**src/rtl/fpw_pkg.sv**
```systemverilog
package fpw_pkg;
   localparam int XEW   = 15;
   localparam int XMW   = 64;
   localparam int XW    = 1 + XEW + XMW;
   localparam int XBIAS = (1 << (XEW - 1)) - 1;

   typedef enum logic [2:0] {
      FC_ZERO = 3'd0,
      FC_SUB  = 3'd1,
      FC_NORM = 3'd2,
      FC_INF  = 3'd3,
      FC_NAN  = 3'd4
   } fclass_e;

   typedef struct packed {
      logic           sign;
      fclass_e        cls;
      logic [XEW-1:0] exp;
      logic [XMW-1:0] man;
   } unpacked_t;
endpackage

```
**src/rtl/fpw_unpack.sv**
```systemverilog
module fpw_unpack
   import fpw_pkg::*;
#(
   parameter int EW = 8,
   parameter int FW = 23
) (
   input  logic [EW+FW:0] op,
   output unpacked_t      u
);
   localparam int BIAS = (1 << (EW - 1)) - 1;
   localparam int PAD  = XMW - 1 - FW;
   localparam logic [XEW-1:0] NORM_OFS = XEW'(XBIAS - BIAS);
   localparam logic [XEW-1:0] SUB_EXP  = XEW'(XBIAS - BIAS + 1);

   generate
      if (PAD < 1 || EW >= XEW || EW < 2) begin : g_bad_fmt
         $error("fpw_unpack: source format does not fit the extended format");
      end
   endgenerate

   logic [EW-1:0] e;
   logic [FW-1:0] f;
   assign e = op[EW+FW-1:FW];
   assign f = op[FW-1:0];

   always_comb begin
      u.sign = op[EW+FW];
      u.man  = {1'b1, f, {PAD{1'b0}}};
      u.exp  = {{(XEW-EW){1'b0}}, e} + NORM_OFS;
      u.cls  = FC_NORM;
      if (e == '0) begin
         u.man[XMW-1] = 1'b0;
         if (f == '0) begin
            u.cls = FC_ZERO;
            u.exp = '0;
         end else begin
            u.cls = FC_SUB;
            u.exp = SUB_EXP;
         end
      end else if (&e) begin
         u.exp = '1;
         u.cls = (f == '0) ? FC_INF : FC_NAN;
      end
   end
endmodule

```
**src/rtl/fpw_lzc.sv**
```systemverilog
module fpw_lzc #(
   parameter int W  = 64,
   parameter int CW = $clog2(W + 1)
) (
   input  logic [W-1:0]  v,
   output logic [CW-1:0] cnt
);
   generate
      if (W < 2) begin : g_bad_w
         $error("fpw_lzc: width too small");
      end
   endgenerate

   always_comb begin
      cnt = CW'(W);
      for (int i = 0; i < W; i++) begin
         if (v[i]) cnt = CW'(W - 1 - i);
      end
   end
endmodule

```
**src/rtl/fpw_norm.sv**
```systemverilog
module fpw_norm
   import fpw_pkg::*;
(
   input  unpacked_t      u,
   output logic [XW-1:0]  word
);
   localparam int LZW = $clog2(XMW + 1);

   logic [LZW-1:0] lz;
   logic [XMW-1:0] shifted;
   logic [XEW-1:0] exp_adj;

   fpw_lzc #(.W(XMW), .CW(LZW)) u_lzc (
      .v   (u.man),
      .cnt (lz)
   );

   assign shifted = u.man << lz;
   assign exp_adj = u.exp - {{(XEW-LZW){1'b0}}, lz};

   always_comb begin
      if (u.cls == FC_SUB) word = {u.sign, exp_adj, shifted};
      else                 word = {u.sign, u.exp, u.man};
   end
endmodule

```
**src/rtl/fp_widen80.sv**
```systemverilog
module fp_widen80
   import fpw_pkg::*;
#(
   parameter int SP_EW = 8,
   parameter int SP_FW = 23,
   parameter int DP_EW = 11,
   parameter int DP_FW = 52,
   parameter int DIN_W = DP_EW + DP_FW + 1
) (
   input  logic             clk,
   input  logic             rst_n,
   input  logic             in_valid,
   input  logic             fmt,
   input  logic [DIN_W-1:0] din,
   output logic             out_valid,
   output logic [XW-1:0]    dout,
   output logic [2:0]       cls
);
   localparam int SP_W = SP_EW + SP_FW + 1;

   generate
      if (SP_W > DIN_W || DP_EW + DP_FW + 1 != DIN_W) begin : g_bad_din
         $error("fp_widen80: operand widths inconsistent with din");
      end
   endgenerate

   unpacked_t up [2];
   unpacked_t sel;
   logic [XW-1:0] word;

   for (genvar g = 0; g < 2; g++) begin : g_fmt
      localparam int EWG = (g == 0) ? SP_EW : DP_EW;
      localparam int FWG = (g == 0) ? SP_FW : DP_FW;
      fpw_unpack #(.EW(EWG), .FW(FWG)) u_unpack (
         .op (din[EWG+FWG:0]),
         .u  (up[g])
      );
   end

   assign sel = fmt ? up[1] : up[0];

   fpw_norm u_norm (
      .u    (sel),
      .word (word)
   );

   always_ff @(posedge clk) begin
      if (!rst_n) begin
         out_valid <= 1'b0;
         dout      <= '0;
         cls       <= 3'd0;
      end else begin
         out_valid <= in_valid;
         if (in_valid) begin
            dout <= word;
            cls  <= sel.cls;
         end
      end
   end
endmodule

```
**config.mk**
```make
export PLATFORM = sky130hd
export DESIGN_NAME = fp_widen80
export DESIGN_NICKNAME = d
export VERILOG_FILES = /design/src/rtl/fpw_pkg.sv /design/src/rtl/fpw_unpack.sv /design/src/rtl/fpw_lzc.sv /design/src/rtl/fpw_norm.sv /design/src/rtl/fp_widen80.sv
export SDC_FILE = /design/constraint.sdc
export NUM_CORES = 1
export LEC_CHECK = 0
export ABC_AREA = 1
export BUFFER_PORTS_ARGS = -buffer_cell sky130_fd_sc_hd__buf_2
export CAP_MARGIN = 10
export CELL_PAD_IN_SITES_DETAIL_PLACEMENT = 1
export CELL_PAD_IN_SITES_GLOBAL_PLACEMENT = 1
export CORE_MARGIN = 5
export CORE_UTILIZATION = 38
export CTS_BUF_LIST = sky130_fd_sc_hd__clkbuf_2 sky130_fd_sc_hd__clkbuf_4 sky130_fd_sc_hd__clkbuf_8
export DETAILED_ROUTE_END_ITERATION = 7
export PLACE_DENSITY_LB_ADDON = 0.1
export SYNTH_ARGS = -nofsm -noshare
export SYNTH_HDL_FRONTEND = slang
export SYNTH_SLANG_ARGS = --single-unit
```
**constraint.sdc**
```tcl
create_clock -name clk -period 5.4 [get_ports clk]
set_input_delay 0.27 -clock clk [delete_from_list [all_inputs] [get_ports clk]]
set_output_delay 0.27 -clock clk [all_outputs]
set_load 0.01 [all_outputs]
```
==> summary.md, run 1 <==
| Metric | Value |
|---|---|
| Outcome | `finished clean` |
| Post-Syn Area | `7914 um2` |
| Max-slew headroom | `35.12%` |
| TritonRoute pass-1 iters | `5` |
| Max-cap check violation count | `0` |
| Metal3 WL | `2351 um` |
| Syn Inst Count | `1,488` |
| Async SR Flop Fraction | `0%` |
| Clock slew at reported path FFs | `0.08 ns` |
| Root buf cell | `clkbuf_8` |
| Tot GR Track Use | `31.11%` |
| FILL cells | `3,049` |
| #FFs+latches synth | `73` |
| Antenna fix cells | `0` |
| Clock Skew | `0 ns` |
| Leak | `0.004691 uW` |
| Top Metal Used | `met4` |
| Clk buf depth | `2` |
| Slew Viols, Final | `0` |
| Worst Tran Pin Value | `0.9630 ns` |
| Largest net degree at the start of global routing | `65` |
| Pwr/cell area | `198.1 nW/um2` |
| CP peak stage delay | `0.39 ns` |
| H-tree depth | `3` |
| Routed WL | `38,200 um` |
| Pwr Total | `1810 uW` |
| Hold Slack | `0.2023 ns` |
| Die X | `154.3 um` |
| Die span in y | `154.3 um` |
| Final worst path period share | `90.12%` |
| Num CTS Buffers | `9` |
| CP Launch Type | `input pin` |
| Synth Warn # | `0` |
| DRC Markers | `0` |
| Row Count | `52` |
| DRT antenna net count | `0` |
| Mean post-synth cell area | `5.318 um2` |
| Starting Density | `38.86%` |
| Area of the multi-input gates | `5642 um2` |
| Register Area | `1461 um2` |
| Synth-to-layout area growth | `15.46%` |
| Minimum clock period | `4.867 ns` |
| CTS Sinks | `73` |
| First-pass GRT wire length | `59,400 um` |
| GRT overflow | `0` |
| Share of cells above drive strength 1 | `14.38%` |
| Final setup violation count | `0` |
| Fmax | `0.2055 GHz` |
| Number of buffers inserted by hold repair at cts | `0` |
| Commonest cells after routing, fill and taps aside | `nand2_1 (499), nand3_1 (342), buf_2 (139)` |
| CP required | `5.65 ns` |
| Vias/cell | `5.785` |
| Commonest non-fill, non-tap cell in the layout | `nand2_1` |
| Utilization after layout | `44.87%` |
| Via Count | `10,810` |
| Peak supply drop | `0.1293 mV` |
| Wire length on met2 | `17,680 um` |
| EDFF count, synth | `0` |
| Input/output buffers | `140` |
| Die area | `23,810 um2` |
| TritonCTS clock tree | `yes` |
| Worst min path class | `in -> reg` |
| Placed insts | `1,853` |
| Switching part of the total | `41.16%` |
| Placed cell area | `8889 um2` |
| Critical path type | `in -> reg` |
| Internal power | `1065 uW` |
| Comb pwr share | `40.6%` |
| Top FF cell, synth | `dfxtp_1` |
| Worst setup EP type | `register` |
| Flop pwr share | `33.0%` |
| Clock power share | `26.4%` |
| Vias in the first global route | `10,740` |
| Sw power | `744.9 uW` |
| Crit-path most repeated cell | `nand2_1` |
| Wire per inst | `20.44 um` |
| Worst skew pair latency | `0.35 ns` |
| Final Non-Filler Cells | `1,869` |
| Final nets | `1,671` |
| IO Count | `152` |
| Final Hold Viols | `0` |
| Worst-path fanout max | `14` |
| RD Place Congestion | `1.014` |
| Post-layout instance area | `9138 um2` |
| Hpwl dp | `30,140 um` |
| Unique masters post-synth | `39` |
| Core area | `20,360 um2` |
| Sequential area share after synthesis | `18.47%` |
| Arrival time worst endpoint | `5.12 ns` |
| Metal1 wirelength | `16,160 um` |
| Initial antenna violation count | `0` |
| Initial drt markers | `1,085` |
| Slowest cell on the critical path | `fa_2` |
==> registers in the layout (all words and copies together), names as in the netlist <==
name and cells:
dout 69, cls 3, out_valid 1
==> worst max-delay path, delay by kind of cell <==
kind	cells	cell delay, ns
buf+inv	2	0.22
simple gates	50	3.35
fa+ha+maj	2	0.61
compound gates	6	0.67
==> power by group through the flow <==
stage	Clock (uW)	Sequential (uW)	Combinational, uW
2_1_floorplan	0	625	437
4_1_cts	485	598	720
3_3_place_gp	0	609	705
3_5_place_dp	0	610	717
6_report	478	598	734
5_1_grt	508	602	808
==> final timing paths <==
| check | startpoint | to | slack [ns] | cells past startpoint |
|---|---|---|---|---|
| max | fmt | dout[72] | 0.53 | 60 |
| min reg2reg | dout[58] | dout[58] | 0.46 | 2 |
| max reg2reg | dout[47] | dout[47] | 4.70 | 2 |
| min | din[63] | dout[79] | 0.20 | 3 |
==> Yosys cell counts (all sizes together) (3+ instances only) <==
cell type	count	area, um2
or4	4	30.03
a31oi	3	18.77
o21ai	73	365.4
clkbuf	47	176.4
nor3	34	175.2
nand4	18	112.6
nand3b	3	22.52
nand3	342	1712
nor2	64	240.2
a21oi	98	490.5
nand2	504	1902
inv	106	397.9
nor4	13	81.33
or2	16	100.1
ha	7	87.58
buf	50	291.5
dfxtp	73	1461
clkinv	5	18.77
xor2	4	35.03
o211ai	8	60.06
==> routing by layer <==
| metal | global-route usage, % | up-vias |
|---|---|---|
| met5 | 0 | - |
| met4 | 14.55 | 0 |
| met3 | 3.688 | 85 |
| met2 | 51.23 | 436 |
| met1 | 40.62 | 5124 |
| li1 | - | 5167 |
==> timing repair <==
action | in CTS | in global routing
resized for setup | 0 | 10
endpoints found under the setup margin | 0 | 33
buffers inserted | 0 | 1
==> cell families (layout without fill, tap and decap cells) <==
group	after synthesis	in the layout	synth area share, %
AND/OR/NAND/NOR	1000	1000	55.45
multiplexers	1	1	0.1265
buffers and inverters	208	309	11.18
other	1	11	0.04739
adder cells (fa/ha/maj)	8	8	1.360
XOR/XNOR	4	4	0.4426
flip-flops	73	73	18.47
AO/OA/AOI/OAI	193	193	12.93
==> metrics by stage <==
stage,setup WS [ns],TNS [ns]
after floorplan,0.6506,0
after global placement,0.04167,0
after detailed placement,-0.08674,-0.08674
after CTS,0.2745,0
after global routing,-0.009045,-0.009045
final,0.5333,0
==> cell type report <==
| type | count | area share, % |
|---|---|---|
| flip-flops and latches | 73 | 15.99 |
| well taps | 270 | 3.697 |
| inverters | 111 | 4.560 |
| multi-input cells | 1217 | 61.74 |
| clock inverters | 6 | 1.013 |
| clock buffers | 9 | 1.356 |
| repair buffers | 183 | 11.64 |
Power figures use the tool's default switching activity.
==> inputs of run 2 (changes only) <==
--- a/config.mk
+++ b/config.mk
@@ -5,13 +5,12 @@
 export SDC_FILE = /design/constraint.sdc
 export NUM_CORES = 1
 export LEC_CHECK = 0
-export ABC_AREA = 1
 export BUFFER_PORTS_ARGS = -buffer_cell sky130_fd_sc_hd__buf_2
 export CAP_MARGIN = 10
 export CELL_PAD_IN_SITES_DETAIL_PLACEMENT = 1
 export CELL_PAD_IN_SITES_GLOBAL_PLACEMENT = 1
 export CORE_MARGIN = 5
-export CORE_UTILIZATION = 38
+export CORE_UTILIZATION = 42
 export CTS_BUF_LIST = sky130_fd_sc_hd__clkbuf_2 sky130_fd_sc_hd__clkbuf_4 sky130_fd_sc_hd__clkbuf_8
 export DETAILED_ROUTE_END_ITERATION = 7
 export PLACE_DENSITY_LB_ADDON = 0.1
==> run 2 against run 1 <==
Effect of this change: cell area grew 3.3%; clock power fell by 4.4%; critical path type unchanged; sequential share of layout area decreased by 0.52 points; worst setup slack gained 0.22 ns; synthesized cell count shrank 23%; register-to-register slack worse by 0.56 ns; sequential cell count unchanged; routed wire length is 18% higher; die area decreased by 5.4%; hold slack better by 0.028 ns.
==> summary.md, run 2 <==
| Metric | Value |
|---|---|
| Root buf cell | `clkbuf_8 (unchanged)` |
| Clk buf depth | `2 (unchanged)` |
| Reg-to-reg endpoint | `dout[59] (was dout[47])` |
| Worst min path class | `in -> reg (unchanged)` |
| Final nets | `1,341 (was 1,671)` |
| Largest registers | `dout x69, cls x3, out_valid x1 (unchanged)` |
| Synth top area share | `17.73% (was 23.72%)` |
| CP Launch Type | `input pin (unchanged)` |
| Pwr Total | `1644 uW (was 1810 uW)` |
| Syn Inst Count | `1,141 (was 1,488)` |
| Switching part of the total | `42.06% (was 41.16%)` |
| Vias/cell | `6.813 (was 5.785)` |
| Flop pwr share | `36.2% (was 33.0%)` |
| Die span in y | `150.1 um (was 154.3 um)` |
| Commonest cells after routing, fill and taps aside | `buf_2 (139), nand2_1 (126), nor2_1 (115) (was nand2_1 (499), nand3_1 (342), buf_2 (139))` |
| Outcome | `finished clean (unchanged)` |
| Initial antenna violation count | `1 (was 0)` |
| Starting Density | `42.50% (was 38.86%)` |
| #FFs+latches synth | `73 (unchanged)` |
| Setup tns final | `0 ns (unchanged)` |
| Share of cells above drive strength 1 | `23.70% (was 14.38%)` |
| Worst R2R Start | `dout[59] (was dout[47])` |
| Largest net degree at the start of global routing | `66 (was 65)` |
| Worst setup EP type | `register (unchanged)` |
| CP required | `5.65 ns (about the same)` |
| Num CTS Buffers | `9 (unchanged)` |
| Mean post-synth cell area | `7.225 um2 (was 5.318 um2)` |
| Crit-path leading delay family | `simple AND/OR/NAND/NOR gates (unchanged)` |
| Die area | `22,530 um2 (was 23,810 um2)` |
| Buf/Inv on CP | `1 (was 2)` |
| Hold path start | `din[61] (was din[63])` |
| Setup Buffers After CTS | `0 (unchanged)` |
| Pre-CTS setup slack | `0.5127 ns (was -0.08674 ns)` |
| Peak supply drop | `0.09170 mV (was 0.1293 mV)` |
| Internal power | `952.7 uW (was 1065 uW)` |
| TritonCTS clock tree | `yes (unchanged)` |
| Final Hold Viols | `0 (unchanged)` |
| Max-slew headroom | `29.66% (was 35.12%)` |
| Most numerous cell in the Yosys netlist | `nand2_1 (unchanged)` |
| Minimum clock period | `4.646 ns (was 4.867 ns)` |
| Sequential area share after synthesis | `17.73% (was 18.47%)` |
| FILL cells | `2,590 (was 3,049)` |
| R2R depth | `4 (was 2)` |
| Clock slew at reported path FFs | `0.09 ns (was 0.08 ns)` |
| Final worst setup slack | `0.7536 ns (was 0.5333 ns)` |
| Placed cell area | `9255 um2 (was 8889 um2)` |
| DRC Markers | `0 (unchanged)` |
| Pwr/cell area | `174.1 nW/um2 (was 198.1 nW/um2)` |
| Number of buffers inserted by hold repair at cts | `0 (unchanged)` |
| Commonest non-fill, non-tap cell in the layout | `buf_2 (was nand2_1)` |
| H-tree depth | `3 (unchanged)` |
| Crit-path most repeated cell | `nor2_1 (was nand2_1)` |
| Post-Syn Area | `8244 um2 (was 7914 um2)` |
| Synth top cells by count | `nand2_1 (126), nor2_1 (116), a21oi_1 (96), o21ai_0 (75), dfxtp_1 (73) (was nand2_1 (500), nand3_1 (342), inv_1 (103), a21oi_1 (98), dfxtp_1 (73))` |
| Worst-path fanout max | `7 (was 14)` |
| CP Cell Sequence | `buf_2 -> or4_1 -> or2_1 -> nor4_2 -> nand3_1 -> nor3_4 -> nor2_1 -> o32ai_1 -> ha_1 -> fa_1 -> nor2b_1 -> o21ai_0 -> nand2b_1 -> a21o_1 -> a21o_1 -> and2_1 -> o41ai_1 -> nor2_1 -> a21oi_1 -> nor2_1` |
| Core area | `19,400 um2 (was 20,360 um2)` |
| GRT overflow | `0 (unchanged)` |
| Fmax | `0.2152 GHz (was 0.2055 GHz)` |
| Arrival time worst endpoint | `4.90 ns (was 5.12 ns)` |
| First-pass GRT wire length | `66,170 um (was 59,400 um)` |
| CP peak stage delay | `0.66 ns (was 0.39 ns)` |
| Slowest cell on the critical path | `or4_1 (was fa_2)` |
| Sw power | `691.5 uW (was 744.9 uW)` |
| Row Count | `51 (was 52)` |
| Leak | `0.003748 uW (was 0.004691 uW)` |
| Vias in the first global route | `10,320 (was 10,740)` |
| Routed WL | `45,130 um (was 38,200 um)` |
| Top FF cell, synth | `dfxtp_1 (unchanged)` |
| Synth Warn # | `0 (unchanged)` |
| PostCTS Resize Cnt | `0 (unchanged)` |
| CTS Sinks | `73 (unchanged)` |
| Synth-to-layout area growth | `14.54% (was 15.46%)` |
| Post-layout instance area | `9443 um2 (was 9138 um2)` |
| Async SR Flop Fraction | `0% (unchanged)` |
| Synth area leaders | `dfxtp_1 (18%), a21oi_1 (5.8%), nand2_1 (5.7%), nor2_1 (5.3%), mux2i_1 (5.1%) (was nand2_1 (24%), nand3_1 (22%), dfxtp_1 (18%), a21oi_1 (6.2%), inv_1 (4.9%))` |
| Worst Tran Pin Value | `1.054 ns (was 0.9630 ns)` |
| Via Count | `10,460 (was 10,810)` |
| Comb pwr share | `36.0% (was 40.6%)` |
| Clock power share | `27.8% (was 26.4%)` |
| Input/output buffers | `140 (unchanged)` |
| Max-cap check violation count | `0 (unchanged)` |
| Register bank with the most flops | `dout (unchanged)` |
| Die X | `150.1 um (was 154.3 um)` |
| RD Place Congestion | `1.071 (was 1.014)` |
| Wire per inst | `29.38 um (was 20.44 um)` |
| Area of the multi-input gates | `6185 um2 (was 5642 um2)` |
| Unique masters post-synth | `93 (was 39)` |
| Max reg flops | `69 (unchanged)` |
| Clock Skew | `0 ns (unchanged)` |
| CP startpoint | `din[3] (was fmt)` |
| Initial drt markers | `1,124 (was 1,085)` |
| Final setup violation count | `0 (unchanged)` |
| Hold EP | `dout[73] (was dout[79])` |
| Yosys top cell by area | `dfxtp_1 (was nand2_1)` |
| Hpwl dp | `34,910 um (was 30,140 um)` |
| Hold path depth | `3 (unchanged)` |
| TritonRoute pass-1 iters | `8 (was 5)` |
| Worst skew pair latency | `0.38 ns (was 0.35 ns)` |
| RSZ-0062 raised after global routing | `false` |
| IO Count | `152 (unchanged)` |
| DRT antenna net count | `0 (unchanged)` |
| Slew Viols, Final | `0 (unchanged)` |
| Critical path type | `in -> reg (unchanged)` |
| Tot GR Track Use | `39.12% (was 31.11%)` |
| Register Area | `1461 um2 (unchanged)` |
| EDFF count, synth | `0 (unchanged)` |
| R2r setup slk | `4.14 ns (was 4.70 ns)` |
| Final worst path period share | `86.04% (was 90.12%)` |
## run 2: cell types whose count changed in the layout (fill, tap and decap cells not counted), moves of 19 or more
cell,before,now
buf_4,41,68
nand2_1,499,126
a211oi_1,1,20
o221ai_1,0,24
o211ai_1,8,27
mux2i_1,1,42
a31oi_1,3,22
mux2_2,0,23
nor2_1,64,115
inv_1,103,12
nand3_1,342,45
## run 2: cell type report
class                   count  area share [%]
diodes                      1         0.02650
well taps                 265           3.511
clock inverters             7          0.6493
flip-flops and latches     73           15.48
clock buffers               9           1.312
repair buffers            207           12.77
inverters                  19          0.7553
multi-input cells         955           65.50
## run 2: tightest hold or removal path: stages
cell	delay [ns]
buf_2	0.12
nand2_1	0.07
a41oi_1	0.11
## run 2: cells by family (layout without fill, tap and decap cells)
logic type	Yosys count	in the layout	share of synthesized area (%)
AND/OR/NAND/NOR	431	431	25.03
AO/OA/AOI/OAI	416	416	34.66
buffers and inverters	123	242	7.801
multiplexers	84	84	12.90
flip-flops	73	73	17.73
adder cells (fa/ha/maj)	8	8	1.305
XOR/XNOR	5	5	0.5313
other	1	12	0.04549
## run 2: how the worst max path moves through the flow
| stage | endpoint | slack, ns | cells after the start |
|---|---|---|---|
| floorplan | dout[74] | 1.15 | 20 |
| detailed placement | dout[74] | 0.51 | 20 |
| finish | dout[74] | 0.75 | 20 |
| global route | dout[74] | 0.41 | 20 |
| CTS | dout[74] | 0.86 | 20 |
| global placement | dout[14] | 0.70 | 13 |
## run 2: metal layers
| metal | part of all wire (%) | wire, um | vias up | track usage [%] |
|---|---|---|---|---|
| met5 | 0 | 0 | - | 0 |
| met4 | 5.0 | 2267 | 0 | 17.52 |
| met3 | 11 | 4977 | 146 | 12.04 |
| met2 | 44 | 20070 | 662 | 61.28 |
| met1 | 39 | 17810 | 5061 | 49.50 |
| li1 | - | - | 4595 | - |
## run 2: stage by stage
| step | hold slack (ns) | cells | util [%] |
|---|---|---|---|
| 2_1_floorplan | 0.4376 | 1151 | - |
| 3_3_place_gp | 0.4338 | 1519 | 47.71 |
| 3_5_place_dp | 0.4520 | 1519 | 47.71 |
| 4_1_cts | 0.2196 | 1535 | 48.66 |
| 5_1_grt | 0.2444 | 1535 | 48.66 |
| 6_report | 0.2307 | 1536 | 48.68 |
## run 2: power by group through the flow
stage / logic (uW) / registers (uW) / clock network [uW]
CTS: 572 / 596 / 461
global placement: 563 / 607 / 0
global route: 622 / 600 / 477
floorplan: 307 / 622 / 0
finish: 591 / 596 / 457
detailed placement: 569 / 608 / 0
==> inputs of run 3 (changes only) <==
--- a/config.mk
+++ b/config.mk
@@ -14,6 +14,7 @@
 export CTS_BUF_LIST = sky130_fd_sc_hd__clkbuf_2 sky130_fd_sc_hd__clkbuf_4 sky130_fd_sc_hd__clkbuf_8
 export DETAILED_ROUTE_END_ITERATION = 7
 export PLACE_DENSITY_LB_ADDON = 0.1
+export RECOVER_POWER = 25
 export SYNTH_ARGS = -nofsm -noshare
 export SYNTH_HDL_FRONTEND = slang
 export SYNTH_SLANG_ARGS = --single-unit
==> run 3 against run 2 <==
Effect of this change: core utilization is 0.23 points lower; clock power hardly changed; global-route usage stayed put; maximum frequency barely moved; register-to-register slack about the same; largest cell class unchanged.
==> summary.md, run 3 (synthesized netlist as in run 2, its figures left out) <==
| Metric | Value |
|---|---|
| Metal1 wirelength | `17,910 um (was 17,810 um)` |
| Row Count | `51 (unchanged)` |
| Final nets | `1,341 (unchanged)` |
| Final Hold Viols | `0 (unchanged)` |
| DRT antenna net count | `0 (unchanged)` |
| Commonest cells after routing, fill and taps aside | `nand2_1 (126), nor2_1 (115), buf_2 (103) (was buf_2 (139), nand2_1 (126), nor2_1 (115))` |
| Hpwl dp | `34,910 um (unchanged)` |
| Max-slew headroom | `29.78% (was 29.66%)` |
| Worst Tran Pin Value | `1.052 ns (was 1.054 ns)` |
| Synth-to-layout area growth | `13.99% (was 14.54%)` |
| Largest net degree at the start of global routing | `66 (unchanged)` |
| Register bank with the most flops | `dout (unchanged)` |
| Setup Buffers After CTS | `0 (unchanged)` |
| Setup tns final | `0 ns (unchanged)` |
| CTS Sinks | `73 (unchanged)` |
| Crit-path most repeated cell | `nor2_1 (unchanged)` |
| Worst min path class | `in -> reg (unchanged)` |
| Routed WL | `45,100 um (was 45,130 um)` |
| IO Count | `152 (unchanged)` |
| Crit-path leading delay family | `simple AND/OR/NAND/NOR gates (unchanged)` |
| Largest registers | `dout x69, cls x3, out_valid x1 (unchanged)` |
| Num CTS Buffers | `9 (unchanged)` |
| Fmax | `0.2152 GHz (about the same)` |
| Metal3 WL | `4853 um (was 4977 um)` |
| RSZ-0062 raised after global routing | `false (unchanged)` |
| Slowest cell on the critical path | `or4_1 (unchanged)` |
| Outcome | `finished clean (unchanged)` |
| Register Area | `1461 um2 (unchanged)` |
| Leak | `0.003611 uW (was 0.003748 uW)` |
| GRT overflow | `0 (unchanged)` |
| CP peak stage delay | `0.65 ns (was 0.66 ns)` |
| Hold path start | `din[61] (unchanged)` |
| Wire length on met2 | `19,970 um (was 20,070 um)` |
| Clk buf depth | `2 (unchanged)` |
| Vias in the first global route | `10,320 (unchanged)` |
| TritonRoute pass-1 iters | `6 (was 8)` |
| Hold Slack | `0.2366 ns (was 0.2307 ns)` |
| Final worst path period share | `86.05% (was 86.04%)` |
| Final setup violation count | `0 (unchanged)` |
| Arrival time worst endpoint | `4.90 ns (about the same)` |
| FILL cells | `2,598 (was 2,590)` |
| Minimum clock period | `4.646 ns (about the same)` |
| Pwr/cell area | `174.3 nW/um2 (was 174.1 nW/um2)` |
| TritonCTS clock tree | `yes (unchanged)` |
| H-tree depth | `3 (unchanged)` |
| Vias/cell | `6.792 (was 6.813)` |
| Initial drt markers | `1,208 (was 1,124)` |
| Critical path type | `in -> reg (unchanged)` |
| Wire per inst | `29.36 um (was 29.38 um)` |
| Commonest non-fill, non-tap cell in the layout | `nand2_1 (was buf_2)` |
| PostCTS Resize Cnt | `0 (unchanged)` |
| Final worst setup slack | `0.7536 ns (about the same)` |
| RD Place Congestion | `1.071 (unchanged)` |
| CP Launch Type | `input pin (unchanged)` |
| R2r setup slk | `4.13 ns (was 4.14 ns)` |
| Share of cells above drive strength 1 | `20.87% (was 23.70%)` |
| Via Count | `10,430 (was 10,460)` |
| Die X | `150.1 um (unchanged)` |
| Hold EP | `dout[73] (unchanged)` |
| Clock slew at reported path FFs | `0.09 ns (about the same)` |
| Die area | `22,530 um2 (unchanged)` |
| Worst setup EP type | `register (unchanged)` |
| CP required | `5.65 ns (about the same)` |
| Clock Skew | `0 ns (unchanged)` |
| Critical Path Stages | `20 (unchanged)` |
| Tot GR Track Use | `39.12% (unchanged)` |
| Worst skew pair latency | `0.37 ns (was 0.38 ns)` |
| Top Metal Used | `met5 (was met4)` |
| R2R depth | `4 (unchanged)` |
| Reg-to-reg endpoint | `dout[59] (unchanged)` |
| Final Non-Filler Cells | `1,536 (unchanged)` |
| Initial antenna violation count | `1 (unchanged)` |
| Max-cap check violation count | `0 (unchanged)` |
| Input/output buffers | `140 (unchanged)` |
| DRC Markers | `0 (unchanged)` |
| Peak supply drop | `0.09082 mV (was 0.09170 mV)` |
| Max reg flops | `69 (unchanged)` |
| Slew Viols, Final | `0 (unchanged)` |
| Placed insts | `1,519 (unchanged)` |
| Number of buffers inserted by hold repair at cts | `0 (unchanged)` |
| Root buf cell | `clkbuf_8 (unchanged)` |
| Core area | `19,400 um2 (unchanged)` |
| Pre-CTS setup slack | `0.5127 ns (unchanged)` |
| Die span in y | `150.1 um (unchanged)` |
| Hold path depth | `3 (unchanged)` |
| Area of the multi-input gates | `6185 um2 (unchanged)` |
| Worst-path fanout max | `7 (unchanged)` |
| First-pass GRT wire length | `66,170 um (unchanged)` |
| Worst R2R Start | `dout[59] (unchanged)` |
| CP Cell Sequence | `buf_2 -> or4_1 -> or2_1 -> nor4_2 -> nand3_1 -> nor3_4 -> nor2_1 -> o32ai_1 -> ha_1 -> fa_1 -> nor2b_1 -> o21ai_0 -> nand2b_1 -> a21o_1 -> a21o_1 -> and2_1 -> o41ai_1 -> nor2_1 -> a21oi_1 -> nor2_1 (unchanged)` |
| Buf/Inv on CP | `1 (unchanged)` |
| Starting Density | `42.50% (unchanged)` |
## run 3: cell count changes in the layout (fill, tap and decap cells not counted), sizes merged
cell    previous run  this run
buf              207       171
clkbuf             9        45
## run 3: worst max-delay path by stage
stage | from | endpoint | slack [ns]
2_1_floorplan | din[2] | dout[74] | 1.15
3_3_place_gp | fmt | dout[14] | 0.70
3_5_place_dp | din[3] | dout[74] | 0.51
4_1_cts | din[3] | dout[74] | 0.86
5_1_grt | din[3] | dout[74] | 0.41
6_report | din[3] | dout[74] | 0.75
## run 3: routing by layer
layer,global-route usage (%),up-vias
met2,61.28,645
met3,12.04,145
met1,49.50,5055
met5,0,-
li1,-,4586
met4,17.52,2
## run 3: stage by stage
stage          instance area, um2  total power, uW  util, %
2_1_floorplan                8282            928.8        -
3_3_place_gp                 9255             1171    47.71
3_5_place_dp                 9255             1177    47.71
4_1_cts                      9440             1629    48.66
5_1_grt                      9395             1694    48.43
6_report                     9398             1638    48.45
## run 3: area by class of cell
cell class / count / area share, %
Multi-Input combinational cell: 955 / 65.81
Inverter: 19 / 0.7589
Tap cell: 265 / 3.528
Clock buffer: 9 / 1.318
Timing Repair Buffer: 207 / 12.36
Clock inverter: 7 / 0.6524
Antenna cell: 1 / 0.02663
Sequential cell: 73 / 15.55
## run 3: power by group
part	total, uW	internal (uW)	switching [uW]
sequential	597	575	21.9
combinational	586	197	390
clock	455	176	279
## run 3: tightest hold or removal path, delay by kind of cell
kind / cells / cell delay [ns]
and+or+nand+nor: 1 / 0.07
buffers and inverters: 1 / 0.12
AOI/OAI and AO/OA: 1 / 0.11
